**src/rtl/pwm_shadow_pkg.sv**
```systemverilog
package pwm_shadow_pkg;
  // register selects shared by the write and read ports
  typedef enum logic [1:0] {
    SEL_SCALE = 2'd0,
    SEL_SPAN  = 2'd1,
    SEL_HIGH  = 2'd2,
    SEL_STAT  = 2'd3
  } sel_e;

  localparam int unsigned NUM_FIELDS = 3;
endpackage

```
**src/rtl/pwm_shadow_regs.sv**
```systemverilog
module pwm_shadow_regs
  import pwm_shadow_pkg::*;
#(
  parameter int          FW       = 8,
  parameter int unsigned RST_SPAN = 255
) (
  input  logic                           clk,
  input  logic                           rst_n,
  input  logic                           wr_en,
  input  logic [1:0]                     wr_sel,
  input  logic [FW-1:0]                  wr_data,
  input  logic                           load_now,
  output logic [NUM_FIELDS-1:0][FW-1:0]  act,
  output logic                           pending
);
  localparam int NF = NUM_FIELDS;

  function automatic logic [FW-1:0] rst_val(input int idx);
    return (idx == int'(SEL_SPAN)) ? FW'(RST_SPAN) : '0;
  endfunction

  logic pending_q;
  logic hit_high;

  assign hit_high = wr_en && (wr_sel == SEL_HIGH);

  // one pending/active pair per field
  for (genvar g = 0; g < NF; g++) begin : g_fld
    logic [FW-1:0] pend_q;
    logic [FW-1:0] act_q;
    logic          hit;

    assign hit = wr_en && (wr_sel == 2'(g));

    always_ff @(posedge clk or negedge rst_n) begin
      if (!rst_n) begin
        pend_q <= rst_val(g);
        act_q  <= rst_val(g);
      end else begin
        if (hit) pend_q <= wr_data;
        if (load_now && pending_q) act_q <= pend_q;
      end
    end

    assign act[g] = act_q;
  end

  // a HIGH write arms the commit; a load that is not overlapped by a
  // fresh HIGH write disarms it
  always_ff @(posedge clk or negedge rst_n) begin
    if (!rst_n)        pending_q <= 1'b0;
    else if (hit_high) pending_q <= 1'b1;
    else if (load_now) pending_q <= 1'b0;
  end

  assign pending = pending_q;
endmodule

```
**src/rtl/pwm_prescale.sv**
```systemverilog
module pwm_prescale #(
  parameter int FW = 8
) (
  input  logic          clk,
  input  logic          rst_n,
  input  logic          run,
  input  logic [FW-1:0] limit,
  output logic          tick
);
  logic [FW-1:0] div_q;

  assign tick = run && (div_q == limit);

  always_ff @(posedge clk or negedge rst_n) begin
    if (!rst_n)    div_q <= '0;
    else if (!run) div_q <= '0;
    else if (tick) div_q <= '0;
    else           div_q <= div_q + FW'(1);
  end
endmodule

```
**src/rtl/pwm_period.sv**
```systemverilog
module pwm_period #(
  parameter int FW = 8
) (
  input  logic          clk,
  input  logic          rst_n,
  input  logic          run,
  input  logic          tick,
  input  logic [FW-1:0] span,
  input  logic [FW-1:0] high,
  output logic          last,
  output logic          wave
);
  logic [FW-1:0] step_q;
  logic [FW-1:0] span_eff;

  assign span_eff = (span == '0) ? FW'(1) : span;
  assign last     = run && tick && (step_q == span_eff - FW'(1));
  assign wave     = run && (step_q < high);

  always_ff @(posedge clk or negedge rst_n) begin
    if (!rst_n)    step_q <= '0;
    else if (!run) step_q <= '0;
    else if (tick) step_q <= last ? '0 : step_q + FW'(1);
  end
endmodule

```
**src/rtl/pwm_shadow_chan.sv**
```systemverilog
module pwm_shadow_chan
  import pwm_shadow_pkg::*;
#(
  parameter int          FW       = 8,
  parameter int unsigned RST_SPAN = 255
) (
  input  logic          clk,
  input  logic          rst_n,
  input  logic          en,
  input  logic          wr_en,
  input  logic [1:0]    wr_sel,
  input  logic [FW-1:0] wr_data,
  input  logic [1:0]    rd_sel,
  output logic [FW-1:0] rd_data,
  output logic          pwm_out
);
  logic [NUM_FIELDS-1:0][FW-1:0] act;
  logic [FW-1:0] act_scale, act_span, act_high;
  logic run_q, counting, start, period_end, load_now, pend_st, tick, wave;

  always_ff @(posedge clk or negedge rst_n) begin
    if (!rst_n) run_q <= 1'b0;
    else        run_q <= en;
  end

  assign counting = en && run_q;
  assign start    = en && !run_q;
  assign load_now = start || period_end;

  assign act_scale = act[SEL_SCALE];
  assign act_span  = act[SEL_SPAN];
  assign act_high  = act[SEL_HIGH];

  pwm_shadow_regs #(.FW(FW), .RST_SPAN(RST_SPAN)) u_regs (
    .clk(clk), .rst_n(rst_n), .wr_en(wr_en), .wr_sel(wr_sel),
    .wr_data(wr_data), .load_now(load_now), .act(act), .pending(pend_st)
  );

  pwm_prescale #(.FW(FW)) u_pre (
    .clk(clk), .rst_n(rst_n), .run(counting), .limit(act_scale), .tick(tick)
  );

  pwm_period #(.FW(FW)) u_per (
    .clk(clk), .rst_n(rst_n), .run(counting), .tick(tick),
    .span(act_span), .high(act_high), .last(period_end), .wave(wave)
  );

  assign pwm_out = wave;

  always_comb begin
    case (sel_e'(rd_sel))
      SEL_SCALE: rd_data = act_scale;
      SEL_SPAN:  rd_data = act_span;
      SEL_HIGH:  rd_data = act_high;
      default:   rd_data = FW'(pend_st);
    endcase
  end
endmodule

```
**config.mk**
```make
export PLATFORM = sky130hd
export DESIGN_NAME = pwm_shadow_chan
export DESIGN_NICKNAME = d
export VERILOG_FILES = /design/src/rtl/pwm_shadow_pkg.sv /design/src/rtl/pwm_shadow_regs.sv /design/src/rtl/pwm_prescale.sv /design/src/rtl/pwm_period.sv /design/src/rtl/pwm_shadow_chan.sv
export SDC_FILE = /design/constraint.sdc
export NUM_CORES = 1
export LEC_CHECK = 0
export CAP_MARGIN = 20
export CORE_AREA = 2 2 110 112
export CTS_CLUSTER_DIAMETER = 60
export CTS_CLUSTER_SIZE = 16
export DETAILED_ROUTE_END_ITERATION = 10
export DIE_AREA = 0 0 112 114
export SLEW_MARGIN = 20
export SYNTH_ARGS = -nofsm -noshare
export SYNTH_HDL_FRONTEND = slang
export SYNTH_HIERARCHICAL = 1
export SYNTH_SLANG_ARGS = --single-unit
export TNS_END_PERCENT = 30
```
**constraint.sdc**
```tcl
create_clock -name clk -period 4.78 [get_ports clk]
set_input_delay 0.956 -clock clk [delete_from_list [all_inputs] [get_ports clk]]
set_output_delay 0.956 -clock clk [all_outputs]
set_load 0.005 [all_outputs]
```
# Word level (Yosys, flattened, before mapping)

Cells that the tools add are included.
W data, S select, Z words.

Flip-flop bits (word level): 66
Input bits: 16
Output and inout port bits: 9
Word-level logic and storage cells: 46

$add $sub $neg: 3
Order comparisons: 1
Eq/ne operators: 7
Muxes and demuxes: 9
Reduce and logical (&&, ||, !) cells: 16

Operators by type and width:

| operator              | count |
|---|---|
| $mux W8               | 6 |
| $pmux W8 S3           | 1 |
| $add A8 B1 Y8 const B | 2 |
| $eq A8 B8 Y1          | 2 |
| $logic_and A1 B1 Y1   | 10 |
| $logic_not A8 Y1      | 1 |
| $lt A8 B8 Y1          | 1 |
| $sub A8 B1 Y8 const B | 1 |
| $eq A2 B1 Y1 const B  | 2 |
| $eq A2 B2 Y1 const B  | 2 |
| $logic_not A2 Y1      | 2 |
| $mux W1               | 2 |
| $ne A2 B2 Y1 const B  | 1 |
| $reduce_bool A2 Y1    | 1 |
| $logic_not A1 Y1      | 1 |
| $logic_or A1 B1 Y1    | 1 |

# Depth between registers and ports, before layout

Gate-level depths: netlist (run 1).

Depth after elaboration: 8
Mapped depth: 13

# Hierarchy

Netlist (run 1), hierarchy kept.

Modules (own cells, without submodules):

| module          | times used | cells an instance | area each (um^2) | sequential area each (um^2) |
|---|---|---|---|---|
| pwm_shadow_regs | 1          | 105               | 1850.5           | 1246.2 |
| pwm_period      | 1          | 100               | 863.3            | 200.2 |
| pwm_prescale    | 1          | 47                | 491.7            | 200.2 |
| pwm_shadow_chan | 1          | 23                | 224.0            | 25.0 |

# Worst setup path after synthesis (run 1)

OpenSTA, ideal clock, no wires.

Path kind: register to register
Start point: reg u_regs.g_fld[1].act_q[5]
End point: reg u_regs.g_fld[0].act_q[0]
Setup time: 0.125 ns
Data arrival time: 2.756 ns
Required time: 4.655 ns
Path slack: 1.899 ns
Cell stages (with the launch flop): 14
Path buffers: 1
Clock period less this slack: 2.881 ns
Cell sequence: dfstp_2 -> nor3_1 -> a21oi_1 -> ha_1 -> nor3b_1 -> xnor2_1 -> nand2_1 -> a2111oi_4 -> nand2_2 -> nor2_1 -> a21o_1 -> nand2_1 -> buf_2 -> mux2_2

Cells in the longest elaborated chain, start to end: 7

RTL lines:

| item                    | line                  | source |
|---|---|---|
| from (decl)             | pwm_shadow_regs.sv:30 | `logic [FW-1:0] act_q;` |
| from (signal assigned)  | pwm_shadow_regs.sv:38 | `act_q <= rst_val(g);` |
| from (signal assigned)  | pwm_shadow_regs.sv:41 | `if (load_now && pending_q) act_q <= pend_q;` |
| $logic_not A8 Y1        | pwm_period.sv:16      | `assign span_eff = (span == '0) ? FW'(1) : span;` |
| $mux W8 (*)             | pwm_period.sv:16      |  |
| $sub A8 B1 Y8 (*)       | pwm_period.sv:17      | `assign last = run && tick && (step_q == span_eff - FW'(1));` |
| $eq A8 B8 Y1 (*)        | pwm_period.sv:17      |  |
| $logic_and A1 B1 Y1 (*) | pwm_period.sv:17      |  |
| net period_end          | pwm_shadow_chan.sv:19 | `logic run_q, counting, start, period_end, load_now, pend_st, tick, wave;` |
| $logic_or A1 B1 Y1 (*)  | pwm_shadow_chan.sv:28 | `assign load_now = start \|\| period_end;` |
| net load_now            | pwm_shadow_chan.sv:19 |  |
| $logic_and A1 B1 Y1 (*) | pwm_shadow_regs.sv:41 |  |
| to (signal assigned)    | pwm_shadow_regs.sv:38 |  |
| to (signal assigned)    | pwm_shadow_regs.sv:41 |  |
| to (decl)               | pwm_shadow_regs.sv:30 |  |

Mark *: on every way through the listed nets, which the timed path passes. The rest lies on a longest branch.
A chain may end at the register's enable or synchronous reset.

# Final worst setup path (run 1)

Start point: in rd_sel[1]
End point: out rd_data[7]

Cells in the longest elaborated chain, start to end: 2

RTL lines:

| item                                 | line                  | source |
|---|---|---|
| from (decl)                          | pwm_shadow_chan.sv:13 | `input logic [1:0] rd_sel,` |
| $eq A2 B2 Y1 (tied with other cells) | pwm_shadow_chan.sv:51 | `case (sel_e'(rd_sel))` |
| $pmux W8 S3 (*)                      | pwm_shadow_chan.sv:51 |  |
| to (decl)                            | pwm_shadow_chan.sv:14 | `output logic [FW-1:0] rd_data,` |

Every way passes the cells marked *; elsewhere a longest branch is shown, timed or not.

==> flow_summary.toml, run 1 <==
[run_status]
status = "finished, final reports clean"

[placed_design]
place.gp.congestion = 0.774
dp_hpwl_um = 5350
port-buffer-count = 24
place_inst = 440
dp_slack_ns = 0.904

[timing]
min_period_over_period_pct = 80.5
finClkSkew_ns = 0.00832
period_needed_ns = 3.85
layout_setup_ws_ns = 0.932
setup_viol = 0
worst_hold_slack_ns = 0.504
timing.fmax_mhz = 260
setup_tns_ns = 0
hold_viol = 0
grt_setup_unrepaired = "no"
slew_headroom_pct = 47.7
worst-slew-pin-transition_ns = 0.778
drv_slew = 0

[final_layout]
final_nets = 330
area_growth_pct = 21.0
fin_cells = 456
register_area_mm2 = 0.00167
multiInputGateArea_mm2 = 0.00165
drive_above_1_share_pct = 31.1
antenna_cells = 0
fill_cells = 1152

[grt]
grt_util_all_layers_pct = 12.3
grt_pass1_wl_um = 12100
grt_antenna_before_repair = 0
first_global_vias = 2233
grt-ovfl-total = 0
grt_start_max_net_pins = 41

[logic_synthesis]
synthCells = 275
synth-edff-count = 0
ys_ff_latch = 66
syn_nets = 301
netlist_area_mm2 = 0.00343
synth_area_leaders = "dfrtp_1 (36%), mux2_2 (16%), dfstp_2 (12%)"
ys_types = 48
synth_top_area_share_pct = 36.5
ys_warn_count = 6
async_flop_share_pct = 100
ys_seq_area_share_pct = 48.7
yosysTopAreaCell = "dfrtp_1"
synth_area_per_cell_um2 = 12.5
ys.flop_type = "dfrtp_1"

[critical_path]
critPathKind = "input pin to primary output"
r2r-end = "u_regs/g_fld[2].act_q[6]"
reg2regPathDepth = 13
startpoint_type = "input pin"
crit_required_ns = 3.82
reg2reg_slack_ns = 1.45
endpoint_kind = "primary output"
cp_data_arrival_time_ns = 2.89
crit_fanout = 9
r2r_start = "u_regs/g_fld[1].act_q[5]"

[floorplanning]
initial_core_util_pct = 29.3
core_area_mm2 = 0.0117
die_area_mm2 = 0.0128
ioPinCount = 25
fp-row-count = 40
die_h_um = 114
die_w_um = 112

[clock_network]
cts_tree = "built"
htreeDepth = 3
cts_hold_buffers = 0
clk_path_buf_depth = 2
cts_buffers = 9
path_clk_slew_ns = 0.05
clk_latency_ns = 0.33
clockRootBuffer = "clkbuf_16"
postCtsSetupBuffers = 0
cts_sinks = 66
post_cts_resized = 0

[route]
ant_nets = 0
drt_wl_total_um = 7440
drtIter0Drc = 126
num_vias = 2275
routedWlPerCell_um = 16.3
drt_pass1_iterations = 4
vias_per_cell = 4.99
drc_errors = 0

[power]
irDropWorstVdd_uv = 173
p_int_uw = 1460
p_leak_uw = 0.00177
p_total_uw = 2080
p_seq_share_pct = 42.1
switching_share_pct = 30.2
power.switching_uw = 629
cellPowerDensity_mw_per_mm2 = 502
comb_power_share_pct = 23.4
pwr-share-clk_pct = 34.5

[min_path]
min_to = "u_regs/g_fld[2].pend_q[4]"
min_path_cells = 1
min_from = "u_regs/g_fld[2].pend_q[4]"
hp-class = "register to register"

[run]
cap_violations = 0
## power by group through the flow
| stage | Combinational (uW) | Sequential (uW) | Clock (uW) |
|---|---|---|---|
| floorplan | 360 | 818 | 0 |
| global placement | 476 | 878 | 0 |
| detailed placement | 490 | 886 | 0 |
| CTS | 495 | 876 | 733 |
| global route | 540 | 899 | 760 |
| finish | 488 | 877 | 719 |
## cells in the mapped netlist, types with 4 or more instances
cell / n
dfstp_2: 16
nand4_1: 5
mux2_2: 48
nand3_1: 6
buf_2: 5
mux2i_1: 7
nand3b_1: 4
a211oi_1: 7
inv_1: 15
a221oi_1: 4
o21ai_0: 5
nand2_1: 7
o2bb2ai_1: 7
ha_1: 10
xor2_1: 16
dfrtp_1: 50
xnor2_1: 9
and3_1: 9
## stage by stage
| stage | area [um^2] | utilization (%) |
|---|---|---|
| after floorplan | 3430 | - |
| after global placement | 3820 | 32.6 |
| after detailed placement | 3820 | 32.6 |
| after CTS | 4150 | 35.4 |
| after global routing | 4150 | 35.4 |
| final | 4150 | 35.4 |
## metal layers
metal	share of wire [%]	track usage, %	up-vias	wire [um]
met4	1.9	4.55	0	138
met3	4.0	3.83	12	296
li1	-	-	1062	-
met5	0	0	-	0
met2	47	18.9	47	3510
met1	47	16.5	1154	3490
## layout make-up
| cell class | count | area share [%] |
|---|---|---|
| inverters | 15 | 1.36 |
| flip-flops and latches | 66 | 40.3 |
| clock buffers | 9 | 5.43 |
| repair buffers | 27 | 6.21 |
| well taps | 147 | 4.43 |
| multi-input cells | 185 | 39.8 |
| clock inverters | 7 | 2.44 |
## registers in the layout (all words and copies together) (netlist names)
name,count
u_per/step_q,8
u_regs/g_fld.act_q,24
u_pre/div_q,8
u_regs/g_fld.pend_q,24
u_regs/pending,1
run_q,1
## worst max path at each step
stage                        startpoint                       end  slack, ns  cells after the start
2_1_floorplan  u_regs/g_fld[1].act_q[5]  u_regs/g_fld[0].act_q[0]       1.90                     13
3_3_place_gp                  rd_sel[1]                rd_data[6]       0.91                      4
3_5_place_dp                  rd_sel[1]                rd_data[6]       0.90                      4
4_1_cts                       rd_sel[1]                rd_data[7]       0.90                      4
5_1_grt                              en                   pwm_out       0.78                      6
6_report                      rd_sel[1]                rd_data[7]       0.93                      4
## worst max-delay path: stages
cell             delay (ns)
clkdlybuf4s50_1        0.69
nor2b_1                0.50
o2bb2ai_1              0.20
clkdlybuf4s50_1        0.54
## layout by cell type (no fill, tap or decap), drive strengths merged, types with 3 or more instances in the layout
cell type      count
clkdlybuf4s50     23
buf                4
nand2              8
mux2i              7
a221oi             4
dfstp             16
and3               9
clkbuf             9
inv               16
o21ai              7
dfrtp             50
xnor2              9
a211oi             7
xor2              17
ha                10
nor2               3
nor4               4
a21o               3
nor3               3
o2bb2ai            7
nand3              6
nand4              5
nand3b             6
or3                3
mux2              48
## cells by family after synthesis
logic type / count (synthesis) / share of synthesized area (%)
adder cells (fa/ha/maj): 10 / 3.65
XOR/XNOR: 26 / 6.86
AO/OA/AOI/OAI: 36 / 8.32
buffers and inverters: 24 / 3.06
multiplexers: 56 / 18.5
AND/OR/NAND/NOR: 57 / 10.9
flip-flops: 66 / 48.7
Note: power is estimated with default switching activity, not from simulation.
==> run 2, diff against run 1 <==
==> constraint.sdc (replaced) <==
create_clock -name clk -period 3.9 [get_ports clk]
set_input_delay 0.78 -clock clk [delete_from_list [all_inputs] [get_ports clk]]
set_output_delay 0.78 -clock clk [all_outputs]
set_load 0.005 [all_outputs]
==> run 2 against run 1 <==
  * Cell count is 1.1% higher
  * Hold slack worse by 0.11 ns
  * Combinational power increased by 25%
  * First-iteration DRC count fell by 50%
  * Clock skew fell by 0.0032 ns
  * Routed wire length increased by 0.51%
  * Global-route usage grew 0.15 points
  * Power increased by 19%
  * Clock-buffer cell count unchanged
  * Core utilization increased by 0.12 points
  * Flip-flop and latch count unchanged
  * Critical path depth shrank 1
  * Largest power group unchanged
==> flow_summary.toml, run 2 (synthesis gave the netlist of run 1 again) <==
[final_layout]
final_common_cell = "dfrtp_1"
final_area_mm2 = 0.00416
reg_top3 = "u_regs/g_fld.act_q x24, u_regs/g_fld.pend_q x24"
final_cell_mix = "dfrtp_1 (50), mux2_2 (48), clkdlybuf4s50_1 (23), xor2_1 (16), dfstp_2 (16)"
fin_util_pct = 35.5
antenna_cells = 0
fill_cells = 1173
area_growth_pct = 21.4
final_nets = 335
drive_above_1_share_pct = 32.2

[power]
pwr-share-clk_pct = 32.5
comb_power_share_pct = 24.5
cellPowerDensity_mw_per_mm2 = 598
p_leak_uw = 0.00179
switching_share_pct = 30.5
irDropWorstVdd_uv = 230
p_seq_share_pct = 43.0
p_int_uw = 1730
power.switching_uw = 760

[critical_path]
cpMaxStageDelayCell = "clkdlybuf4s50_1"
endpoint_kind = "primary output"
startpoint_type = "input pin"
crit_path_frequent_cell = "clkdlybuf4s50_1"
critPathKind = "input pin to primary output"
crit_chain = "clkdlybuf4s50_1 > mux4_2 > clkdlybuf4s50_1"
critPathMaxStageDelay_ns = 0.74
crit_required_ns = 3.12
crit_fanout = 7
cp_data_arrival_time_ns = 2.56

[floorplanning]
initial_core_util_pct = 29.3
die_w_um = 112
core_area_mm2 = 0.0117
die_h_um = 114
die_area_mm2 = 0.0128
ioPinCount = 25
fp-row-count = 40

[timing]
finClkSkew_ns = 0.00514
setup_viol = 0
hold_viol = 0
worst-slew-pin-transition_ns = 0.574
grt_setup_unrepaired = "no"
slew_headroom_pct = 61.7
timing.fmax_mhz = 300
period_needed_ns = 3.34
min_period_over_period_pct = 85.6
setup_tns_ns = 0
drv_slew = 0

[clock_network]
post_cts_resized = 0
clk_latency_ns = 0.33
clk_path_buf_depth = 2
postCtsSetupBuffers = 0
path_clk_slew_ns = 0.06
cts_sinks = 66
cts_buffers = 9
cts_hold_buffers = 0
cts_tree = "built"
clockRootBuffer = "clkbuf_16"
htreeDepth = 3

[placed_design]
dpl_cell_area_mm2 = 0.00386
place.gp.congestion = 0.813
dp_hpwl_um = 5320
port-buffer-count = 24

[route]
drt_wl_total_um = 7480
drc_errors = 0
drt_pass1_iterations = 4
routedWlPerCell_um = 16.2
num_vias = 2276
ant_nets = 0
drtIter0Drc = 63
vias_per_cell = 4.94

[run]
cap_violations = 0

[grt]
first_global_vias = 2429
grt_util_all_layers_pct = 12.5
grt-ovfl-total = 0
grt_start_max_net_pins = 48
grt_antenna_before_repair = 0
grt_pass1_wl_um = 12400

[run_status]
status = "finished, final reports clean"

[min_path]
hp-class = "input pin to async pin"
-- run 2: path summary, 6_finish.rpt --
check | startpoint | endpoint | slack, ns | cells after the start
worst max-delay path | rd_sel[0] | rd_data[0] | 0.56 | 3
worst max register to register | u_regs/g_fld[1].act_q[5] | u_regs/g_fld[2].act_q[2] | 0.58 | 13
worst min register to register | u_regs/g_fld[0].pend_q[7] | u_regs/g_fld[0].act_q[7] | 0.50 | 1
worst min-delay path | rst_n | u_per/step_q[5] | 0.40 | 1
min in group clk | u_regs/g_fld[0].pend_q[7] | u_regs/g_fld[0].act_q[7] | 0.50 | 1
max in group asynchronous | rst_n | u_regs/g_fld[2].pend_q[6] | 2.56 | 2
-- run 2: area by class of cell --
type,instances,area (um^2),share of cell area [%]
Sequential cell,66,1670,40.2
Clock inverter,7,77.6,1.86
Inverter,15,56.3,1.35
Tap cell,147,184,4.42
Multi-Input combinational cell,185,1650,39.7
Timing Repair Buffer,32,295,7.09
Clock buffer,9,225,5.41
-- run 2: worst max-delay path, delay by kind of cell --
family / cells / cell delay (ns)
buf+inv: 2 / 1.20
mux: 1 / 0.57
-- run 2: metrics by stage --
step / std cells / setup WS, ns / hold slack [ns] / total power (uW)
after floorplan: 275 / 1.02 / 0.475 / 1440
after global placement: 445 / 0.558 / 0.482 / 1670
after detailed placement: 445 / 0.541 / 0.491 / 1700
after CTS: 461 / 0.524 / 0.412 / 2520
after global routing: 461 / 0.235 / 0.442 / 2630
final: 461 / 0.562 / 0.398 / 2490
-- run 2: power groups by stage --
stage / Sequential (uW) / Combinational (uW) / Clock [uW]
final: 1070 / 611 / 809
after global routing: 1100 / 678 / 857
after CTS: 1070 / 618 / 832
after detailed placement: 1080 / 612 / 0
after global placement: 1080 / 592 / 0
after floorplan: 1000 / 441 / 0
-- run 2: metal layers --
| metal | vias up | track usage (%) | wire [um] |
|---|---|---|---|
| met3 | 14 | 2.39 | 180 |
| li1 | 1074 | - | - |
| met4 | 0 | 6.18 | 172 |
| met1 | 1149 | 15.8 | 3520 |
| met5 | - | 0 | 0 |
| met2 | 39 | 20.5 | 3600 |
